===== config.mk =====
export PLATFORM = sky130hd
export DESIGN_NAME = pcnt_counter
export DESIGN_NICKNAME = d
export VERILOG_FILES = /design/src/rtl/pcnt_pkg.sv /design/src/rtl/pcnt_cfg_check.sv /design/src/rtl/pcnt_pkt_filter.sv /design/src/rtl/pcnt_trig_latch.sv /design/src/rtl/pcnt_accum.sv /design/src/rtl/pcnt_counter.sv
export SDC_FILE = /design/constraint.sdc
export NUM_CORES = 1
export LEC_CHECK = 0
export ABC_AREA = 1
export BUFFER_PORTS_ARGS = -buffer_cell sky130_fd_sc_hd__buf_2
export CAP_MARGIN = 10
export CORE_UTILIZATION = 45
export DETAILED_ROUTE_END_ITERATION = 8
export PLACE_DENSITY = 0.7
export SYNTH_ARGS = -nofsm -noshare
export SYNTH_HDL_FRONTEND = slang
export SYNTH_SLANG_ARGS = --single-unit

===== constraint.sdc =====
create_clock -name clk -period 15.7 [get_ports clk]
set_clock_uncertainty 0.1 [all_clocks]
set_input_delay 2.355 -clock clk [delete_from_list [all_inputs] [get_ports clk]]
set_output_delay 2.355 -clock clk [all_outputs]
set_load 0.05 [all_outputs]

===== src/rtl/pcnt_pkg.sv =====
package pcnt_pkg;

    localparam int NPORT  = 16;
    localparam int PORT_W = $clog2(NPORT);
    localparam int RID_W  = 16;
    localparam int LEN_W  = 10;
    localparam int LSEL_W = 4;
    localparam int POW_W  = (1 << LSEL_W);
    localparam int CMP_W  = (POW_W > LEN_W + 1) ? POW_W : LEN_W + 1;

    typedef enum logic [1:0] {
        EV_BW   = 2'd0,
        EV_APP  = 2'd1,
        EV_LINK = 2'd2,
        EV_RSVD = 2'd3
    } ev_class_e;

    typedef struct packed {
        ev_class_e          ev;
        logic [NPORT-1:0]   port_mask;
        logic               rid_en;
        logic [RID_W-1:0]   rid;
        logic               trig_en;
        logic [LSEL_W-1:0]  trig_len;
        logic               trig_mode;
        logic               thr_en;
        logic [LSEL_W-1:0]  thr_len;
        logic               thr_mode;
    } pcnt_cfg_t;

    typedef struct packed {
        logic               valid;
        logic [PORT_W-1:0]  port;
        logic [RID_W-1:0]   rid;
        logic [LEN_W-1:0]   len;
    } pcnt_hdr_t;

    function automatic logic [CMP_W-1:0] eff_len(input logic [LEN_W-1:0] l);
        logic [CMP_W-1:0] r;
        if (l == '0) r = CMP_W'(1) << LEN_W;
        else         r = CMP_W'(l);
        return r;
    endfunction

    function automatic logic [CMP_W-1:0] pow2(input logic [LSEL_W-1:0] n);
        return CMP_W'(1) << n;
    endfunction

endpackage


===== src/rtl/pcnt_cfg_check.sv =====
module pcnt_cfg_check
    import pcnt_pkg::*;
(
    input  pcnt_cfg_t cfg,
    output logic      reject,
    output logic      bw_class
);
    logic multi_port;
    logic dual_filter;
    logic bad_class;

    always_comb begin
        multi_port  = ($countones(cfg.port_mask) > 1);
        dual_filter = (cfg.port_mask != '0) && cfg.rid_en;
        bad_class   = (cfg.ev == EV_RSVD) || ((cfg.ev == EV_LINK) && multi_port);
        reject      = dual_filter || bad_class;
        bw_class    = (cfg.ev == EV_BW);
    end
endmodule


===== src/rtl/pcnt_pkt_filter.sv =====
module pcnt_pkt_filter
    import pcnt_pkg::*;
(
    input  pcnt_cfg_t cfg,
    input  pcnt_hdr_t hdr,
    input  logic      bw_class,
    output logic      tgt_ok,
    output logic      trig_hit,
    output logic      thr_ok
);
    logic [NPORT-1:0] slot_sel;
    logic             port_ok;
    logic             rid_ok;
    logic [CMP_W-1:0] len_v;
    logic [CMP_W-1:0] trig_lim;
    logic [CMP_W-1:0] thr_lim;

    for (genvar g = 0; g < NPORT; g++) begin : g_slot
        assign slot_sel[g] = cfg.port_mask[g] && (hdr.port == PORT_W'(g));
    end

    always_comb begin
        port_ok  = (cfg.port_mask == '0) || (|slot_sel);
        rid_ok   = !(cfg.rid_en && bw_class) || (hdr.rid == cfg.rid);
        tgt_ok   = port_ok && rid_ok;
        len_v    = eff_len(hdr.len);
        trig_lim = pow2(cfg.trig_len);
        thr_lim  = pow2(cfg.thr_len);
        trig_hit = cfg.trig_mode ? (len_v < trig_lim) : (len_v > trig_lim);
        if (!(cfg.thr_en && bw_class)) thr_ok = 1'b1;
        else if (cfg.thr_mode)         thr_ok = (len_v < thr_lim);
        else                           thr_ok = (len_v >= thr_lim);
    end
endmodule


===== src/rtl/pcnt_trig_latch.sv =====
module pcnt_trig_latch (
    input  logic clk,
    input  logic rst,
    input  logic clear,
    input  logic run,
    input  logic need,
    input  logic hit_now,
    output logic gate_open
);
    logic fired_q;

    always_ff @(posedge clk) begin
        if (rst || clear || !run) fired_q <= 1'b0;
        else if (need && hit_now) fired_q <= 1'b1;
    end

    assign gate_open = !need || fired_q || hit_now;
endmodule


===== src/rtl/pcnt_accum.sv =====
module pcnt_accum #(
    parameter int CNT_W  = 64,
    parameter int BYTE_W = 13
) (
    input  logic              clk,
    input  logic              rst,
    input  logic              clear,
    input  logic              inc,
    input  logic [BYTE_W-1:0] amt,
    output logic [CNT_W-1:0]  value
);
    logic [CNT_W:0] sum;

    assign sum = {1'b0, value} + (CNT_W + 1)'(amt);

    always_ff @(posedge clk) begin
        if (rst || clear)  value <= '0;
        else if (inc)      value <= sum[CNT_W] ? '1 : sum[CNT_W-1:0];
    end
endmodule


===== src/rtl/pcnt_counter.sv =====
module pcnt_counter
    import pcnt_pkg::*;
#(
    parameter int CNT_W  = 64,
    parameter int BYTE_W = 13
) (
    input  logic              clk,
    input  logic              rst,
    input  logic              cfg_enable,
    input  logic              cfg_clear,
    input  logic [1:0]        cfg_event,
    input  logic [15:0]       cfg_port_mask,
    input  logic              cfg_rid_en,
    input  logic [15:0]       cfg_rid,
    input  logic              cfg_trig_en,
    input  logic [3:0]        cfg_trig_len,
    input  logic              cfg_trig_mode,
    input  logic              cfg_thr_en,
    input  logic [3:0]        cfg_thr_len,
    input  logic              cfg_thr_mode,
    input  logic              pkt_valid,
    input  logic [3:0]        pkt_port,
    input  logic [15:0]       pkt_rid,
    input  logic [9:0]        pkt_len_dw,
    input  logic [BYTE_W-1:0] pkt_bytes,
    output logic [CNT_W-1:0]  cnt_value,
    output logic              cfg_reject
);
    pcnt_cfg_t        cfg;
    pcnt_hdr_t        hdr;
    logic             bw_class;
    logic             tgt_ok;
    logic             trig_hit;
    logic             thr_ok;
    logic             run;
    logic             gate_open;
    logic             inc;
    logic [BYTE_W-1:0] amt;

    always_comb begin
        cfg.ev        = ev_class_e'(cfg_event);
        cfg.port_mask = cfg_port_mask;
        cfg.rid_en    = cfg_rid_en;
        cfg.rid       = cfg_rid;
        cfg.trig_en   = cfg_trig_en;
        cfg.trig_len  = cfg_trig_len;
        cfg.trig_mode = cfg_trig_mode;
        cfg.thr_en    = cfg_thr_en;
        cfg.thr_len   = cfg_thr_len;
        cfg.thr_mode  = cfg_thr_mode;
        hdr.valid     = pkt_valid;
        hdr.port      = pkt_port;
        hdr.rid       = pkt_rid;
        hdr.len       = pkt_len_dw;
    end

    pcnt_cfg_check u_check (
        .cfg      (cfg),
        .reject   (cfg_reject),
        .bw_class (bw_class)
    );

    pcnt_pkt_filter u_filter (
        .cfg      (cfg),
        .hdr      (hdr),
        .bw_class (bw_class),
        .tgt_ok   (tgt_ok),
        .trig_hit (trig_hit),
        .thr_ok   (thr_ok)
    );

    assign run = cfg_enable && !cfg_reject;

    pcnt_trig_latch u_trig (
        .clk       (clk),
        .rst       (rst),
        .clear     (cfg_clear),
        .run       (run),
        .need      (cfg_trig_en && bw_class),
        .hit_now   (hdr.valid && tgt_ok && trig_hit),
        .gate_open (gate_open)
    );

    assign inc = hdr.valid && run && tgt_ok && gate_open && thr_ok;
    assign amt = bw_class ? pkt_bytes : BYTE_W'(1);

    pcnt_accum #(.CNT_W(CNT_W), .BYTE_W(BYTE_W)) u_accum (
        .clk   (clk),
        .rst   (rst),
        .clear (cfg_clear),
        .inc   (inc),
        .amt   (amt),
        .value (cnt_value)
    );
endmodule


Word-level counts from Yosys, hierarchy flattened --
Cells that the tools add are included. Widths: inputs -> output; s select.
Word-level totals: memories 0, bits in read-only memories 0, register bits after elaboration 65, bits in latches 0, RAM bits 0
Operators by class: divide/modulo/power cells 0, add/subtract/negate cells 16, shifts and indexed selects 2, equal/unequal tests 18, multiply operators 0, $lt $le $gt $ge 5, muxes and demuxes 6, reduce and logical (&&, ||, !) cells 48, bitwise logic cells 0
Operators by type and width (number):
- $add 32x32->32 | 7
- $add 64x13->65 | 1
- $mux 64 | 1
- $eq 4x4->1 const B | 8
- $gt 32x2->1 const B | 1
- $lt 11x16->1 | 2
- $shl 1x4->16 const A | 2
- $logic_and 1x1->1 | 30
- $add 1x1->2 | 8
- $eq 16x16->1 | 1
- $eq 4x3->1 const B | 4
- $ge 11x16->1 | 1
- $gt 11x16->1 | 1
- $logic_not 16->1 | 1
- $reduce_bool 16->1 | 1
- $reduce_or 16->1 | 1
- $mux 13 | 1
- $mux 11 | 1
- $logic_not 10->1 | 1
- $eq 4x2->1 const B | 2
- $logic_or 1x1->1 | 8
- $eq 2x2->1 const B | 2
- $eq 4x1->1 const B | 1
- $logic_not 1->1 | 4
- 3 further kinds | 5

Depth between registers and ports, before layout --
depth after elaboration 14, depth in mapped cells 27

Hierarchy --
A second synthesis with hierarchy kept.
Unflattened totals: cell total of the unflattened synthesis 1259, area total of the unflattened synthesis 7204.4 µm²
By module, submodules not included:
- pcnt_accum | sequential area each 1281.2 µm², cells each 900, times used 1, area each 5241.3 µm²
- pcnt_pkt_filter | sequential area each 0.0 µm², cells each 242, times used 1, area each 1283.7 µm²
- pcnt_cfg_check | sequential area each 0.0 µm², cells each 72, times used 1, area each 485.5 µm²
- pcnt_counter | sequential area each 0.0 µm², cells each 38, times used 1, area each 150.1 µm²
- pcnt_trig_latch | sequential area each 20.0 µm², cells each 7, times used 1, area each 43.8 µm²

Worst setup path after synthesis --
No wires, ideal clock.
kind input to output, start point input port cfg_port_mask[14], end point output port cfg_reject, arrival time 6.043 ns, stages on the path 18, path buffers 0, path slack 7.202 ns, cell sequence inv_1 -> ha_1 -> inv_1 -> fa_1 -> inv_1 -> fa_1 -> fa_1 -> inv_1 -> fa_1 -> inv_1 -> ha_1 -> fa_1 -> nor2_1 -> nand2_1 -> nor2_1 -> nand2_1 -> nand2_1 -> nand2_1
Between the ends: cells in the longest elaborated chain, start to end 8, elaborated cells between the ends (all ways) 10, those cells by class add/sub: 4; order compare: 1; reduce/logical: 5
RTL lines:
- start: declaration | line pcnt_counter.sv:12 | input logic [15:0] cfg_port_mask,
- $add 1x1->2 (implied by the code) | line pcnt_cfg_check.sv:13 | multi_port = ($countones(cfg.port_mask) > 1);
- $add 32x32->32 (implied by the code) (3 in series) | line pcnt_cfg_check.sv:13
- $gt 32x2->1 | line pcnt_cfg_check.sv:13
- $logic_and 1x1->1 | line pcnt_cfg_check.sv:15 | bad_class = (cfg.ev == EV_RSVD) || ((cfg.ev == EV_LINK) && multi_port);
- $logic_or 1x1->1 | line pcnt_cfg_check.sv:15
- $logic_or 1x1->1 (*) | line pcnt_cfg_check.sv:16 | reject = dual_filter || bad_class;
- end: declaration | line pcnt_counter.sv:27 | output logic cfg_reject
Mark *: on every way between the ends. The rest lies on a longest branch, timed or not.

Worst setup path after layout --
start point input port cfg_port_mask[15], end point output port cfg_reject
The elaborated chain is that of the path after synthesis.

==> flow_metrics.env <==
export IMPL_status="completed"
export IMPL_die_area_sq_um=18300
export IMPL_report_final_slew_viol_count=0
export IMPL_cp_arrival_ns=6.26
export IMPL_hp_class="reg -> reg"
export IMPL_ir_drop_v=0.0000581
export IMPL_area_delta_synth_final_pct=14.5
export IMPL_die_y_um=135
export IMPL_r2r_slack_ns=11.89
export IMPL_multi_input_comb_area_sq_um=5540
export IMPL_core_area_sq_um=17300
export IMPL_track_usage=0.287
export IMPL_powerDensity_nw_per_um2=52.1
export IMPL_placed_cells=1814
export IMPL_dp_hpwl_um=20000
export IMPL_synthCells=1470
export IMPL_synthFlopType="dfxtp_1"
export IMPL_cts_max_level=3
export IMPL_yosysTopAreaCell="nand2_1"
export IMPL_path_clk_slew_ns=0.05
export IMPL_seqCellArea_sq_um=1300
export IMPL_hp_start="u_trig.fired_q"
export IMPL_cts_tree="yes"
export IMPL_fin_cells=1827
export IMPL_grt_ovfl_total=0
export IMPL_grt_max_degree=60
export IMPL_endpoint_kind="output port"
export IMPL_synth_edf_count=0
export IMPL_wire_per_inst_um=13.9
export IMPL_post_route_period_util=0.555
export IMPL_hold_depth=1
export IMPL_grt_pass1_wl_um=41000
export IMPL_setup_violations_final=0
export IMPL_cts_buffer_depth=2
export IMPL_synth_avg_cell_area_sq_um=5.42
export IMPL_cp_max_fo=4
export IMPL_port_buffers=159
export IMPL_synth_seq_cells=65
export IMPL_grt_pass1_vias=8241
export IMPL_ctsHoldBuffers=0
export IMPL_crit_path_start_kind="input port"
export IMPL_max_clock_freq_ghz=0.115
export IMPL_hold_path_endpoint="u_trig.fired_q"
export IMPL_yosysMostFrequentCell="nand2_1"
export IMPL_worst_pin_slew_ns=1.20
export IMPL_cts_root_buf="clkbuf_16"
export IMPL_rsz0062_at_grt="no"
export IMPL_drt_initial_drc_count=764
export IMPL_clock_latency_ns=0.35
export IMPL_ys_types=34
export IMPL_crit_required_ns=13.24
export IMPL_finalHoldViolations=0
export IMPL_fp_dieW_um=135
export IMPL_io_pins=160
export IMPL_drc=0
export IMPL_post_cts_buffers=0
export IMPL_critPathKind="in -> out"
export IMPL_drive_above_1_share=0.117
export IMPL_r2r_cells=15
export IMPL_numCtsBuffers=9
export IMPL_drt_wl_total_um=25400
export IMPL_syn_cell_area_sq_um=7970
export IMPL_antenna_left=0
export IMPL_vias=9355
export IMPL_relSlewSlack=0.195
export IMPL_maxCapViolCount=0
export IMPL_synth_seq_area_share=0.163
export IMPL_synth_area_leaders="nand2_1 (21%), dfxtp_1 (16%), nand3_1 (15%), inv_1 (11%), nor2_1 (9.3%)"
export IMPL_synth_top_area_frac=0.214
export IMPL_synth_nets=1633
export IMPL_cts_num_sinks=65
export IMPL_antenna_found_initial=0
export IMPL_regToRegStartpoint="u_accum.value[0]"
export IMPL_yosys_warnings=0
export IMPL_post_drt_via_cell_ratio=5.12
export IMPL_place_congestion=1.02
export IMPL_fin_crit_ns=8.72
export IMPL_tns_ns=0
export IMPL_n_fill_cell=1848
export IMPL_synth_async_reset_ratio=0
export IMPL_nets=1763
export IMPL_synthTopCellsByCount="nand2_1 (454), inv_1 (243), nand3_1 (232)"
export IMPL_start_util=0.461
export IMPL_cts_resized=0
export IMPL_worstReg2RegEnd="u_accum.value[41]"
export IMPL_power_leakage_nw=4.86
export IMPL_drt_first_pass_iters=5
export IMPL_antenna_cells=0
export IMPL_core_rowCount=48
[worst max path at each step]
stage,from,endpoint,slack (ns),cells after the start
6_report,cfg_port_mask[15],cfg_reject,6.98,20
5_1_grt,cfg_port_mask[15],cfg_reject,6.71,20
4_1_cts,cfg_port_mask[14],cfg_reject,6.94,20
3_5_place_dp,cfg_port_mask[14],cfg_reject,6.95,20
3_3_place_gp,cfg_port_mask[14],cfg_reject,6.95,20
2_1_floorplan,cfg_port_mask[14],cfg_reject,7.20,18
[area by class of cell]
class / count / share of cell area
multi-input combinational: 1116 / 0.608
tap: 225 / 0.0309
timing repair buffer: 163 / 0.0905
clock buffer: 12 / 0.0270
clock inverter: 1 / 0.000549
inverter: 245 / 0.101
sequential: 65 / 0.143
[stage by stage]
step	hold WS (ns)	total power [W]	cell area (sq um)	util	setup slack (ns)
4_1_cts	0.375	0.000479	9120	0.527	6.94
6_report	0.369	0.000476	9120	0.527	6.98
3_3_place_gp	0.350	0.000296	8870	0.513	6.95
3_5_place_dp	0.361	0.000298	8870	0.513	6.95
5_1_grt	0.388	0.000508	9120	0.527	6.71
2_1_floorplan	0.342	0.000261	7970	-	7.20
[flip-flops by register name, summed over array words and instances, names as in the netlist]
register	cells
u_trig.fired_q	1
u_accum.value	64
[layout by cell type, fill, tap and decap left out, drive strengths merged, types with 2 or more instances in the layout]
master	n
a21o	3
nor4	4
nand3b	17
fa	12
clkbuf	12
buf	163
o21a	2
o21bai	2
ha	56
nand2	456
xnor2	6
inv	245
nand3	234
nand4	19
nor2	199
nor3	13
dfxtp	65
a21oi	75
or2	4
xor2	5
o21ai	5
[routing by layer]
| layer | vias to the layer above | track usage | part of all wire |
|---|---|---|---|
| li1 | 4865 | - | - |
| met1 | 4137 | 0.387 | 0.47 |
| met2 | 319 | 0.452 | 0.43 |
| met3 | 34 | 0.0747 | 0.083 |
| met4 | 0 | 0.0693 | 0.017 |
| met5 | - | 0 | 0 |
[cell families (layout without fill, tap and decap cells)]
| group | count (synthesis) | after routing | share of synthesized area |
|---|---|---|---|
| and+or+nand+nor | 949 | 949 | 0.506 |
| buffers and inverters | 289 | 421 | 0.142 |
| AOI/OAI and AO/OA | 88 | 88 | 0.0581 |
| adders and majority gates | 68 | 68 | 0.118 |
| DFF | 65 | 65 | 0.163 |
| xor gates and xnor gates | 11 | 11 | 0.0121 |
[power by group]
group / internal [W] / switching (W) / total [W] / leakage, nW
combinational: 0.0000502 / 0.0000778 / 0.000128 / 4.21
clock: 0.000108 / 0.0000737 / 0.000182 / 0.124
sequential: 0.000165 / 0.000000265 / 0.000166 / 0.523
[worst max-delay path, cell delays in order]
cell and delay (ns):
buf_2 0.11, inv_1 0.05, ha_1 0.26, inv_1 0.05, fa_1 0.52, inv_1 0.06, fa_1 0.44, fa_1 0.52
inv_1 0.06, fa_1 0.53, inv_1 0.04, ha_1 0.22, fa_1 0.44, nor2_1 0.10, nand2_1 0.06, nor2_1 0.08
nand2_1 0.06, nand2_1 0.07, nand2_1 0.05, buf_2 0.20
Power figures use the tool's default switching activity.
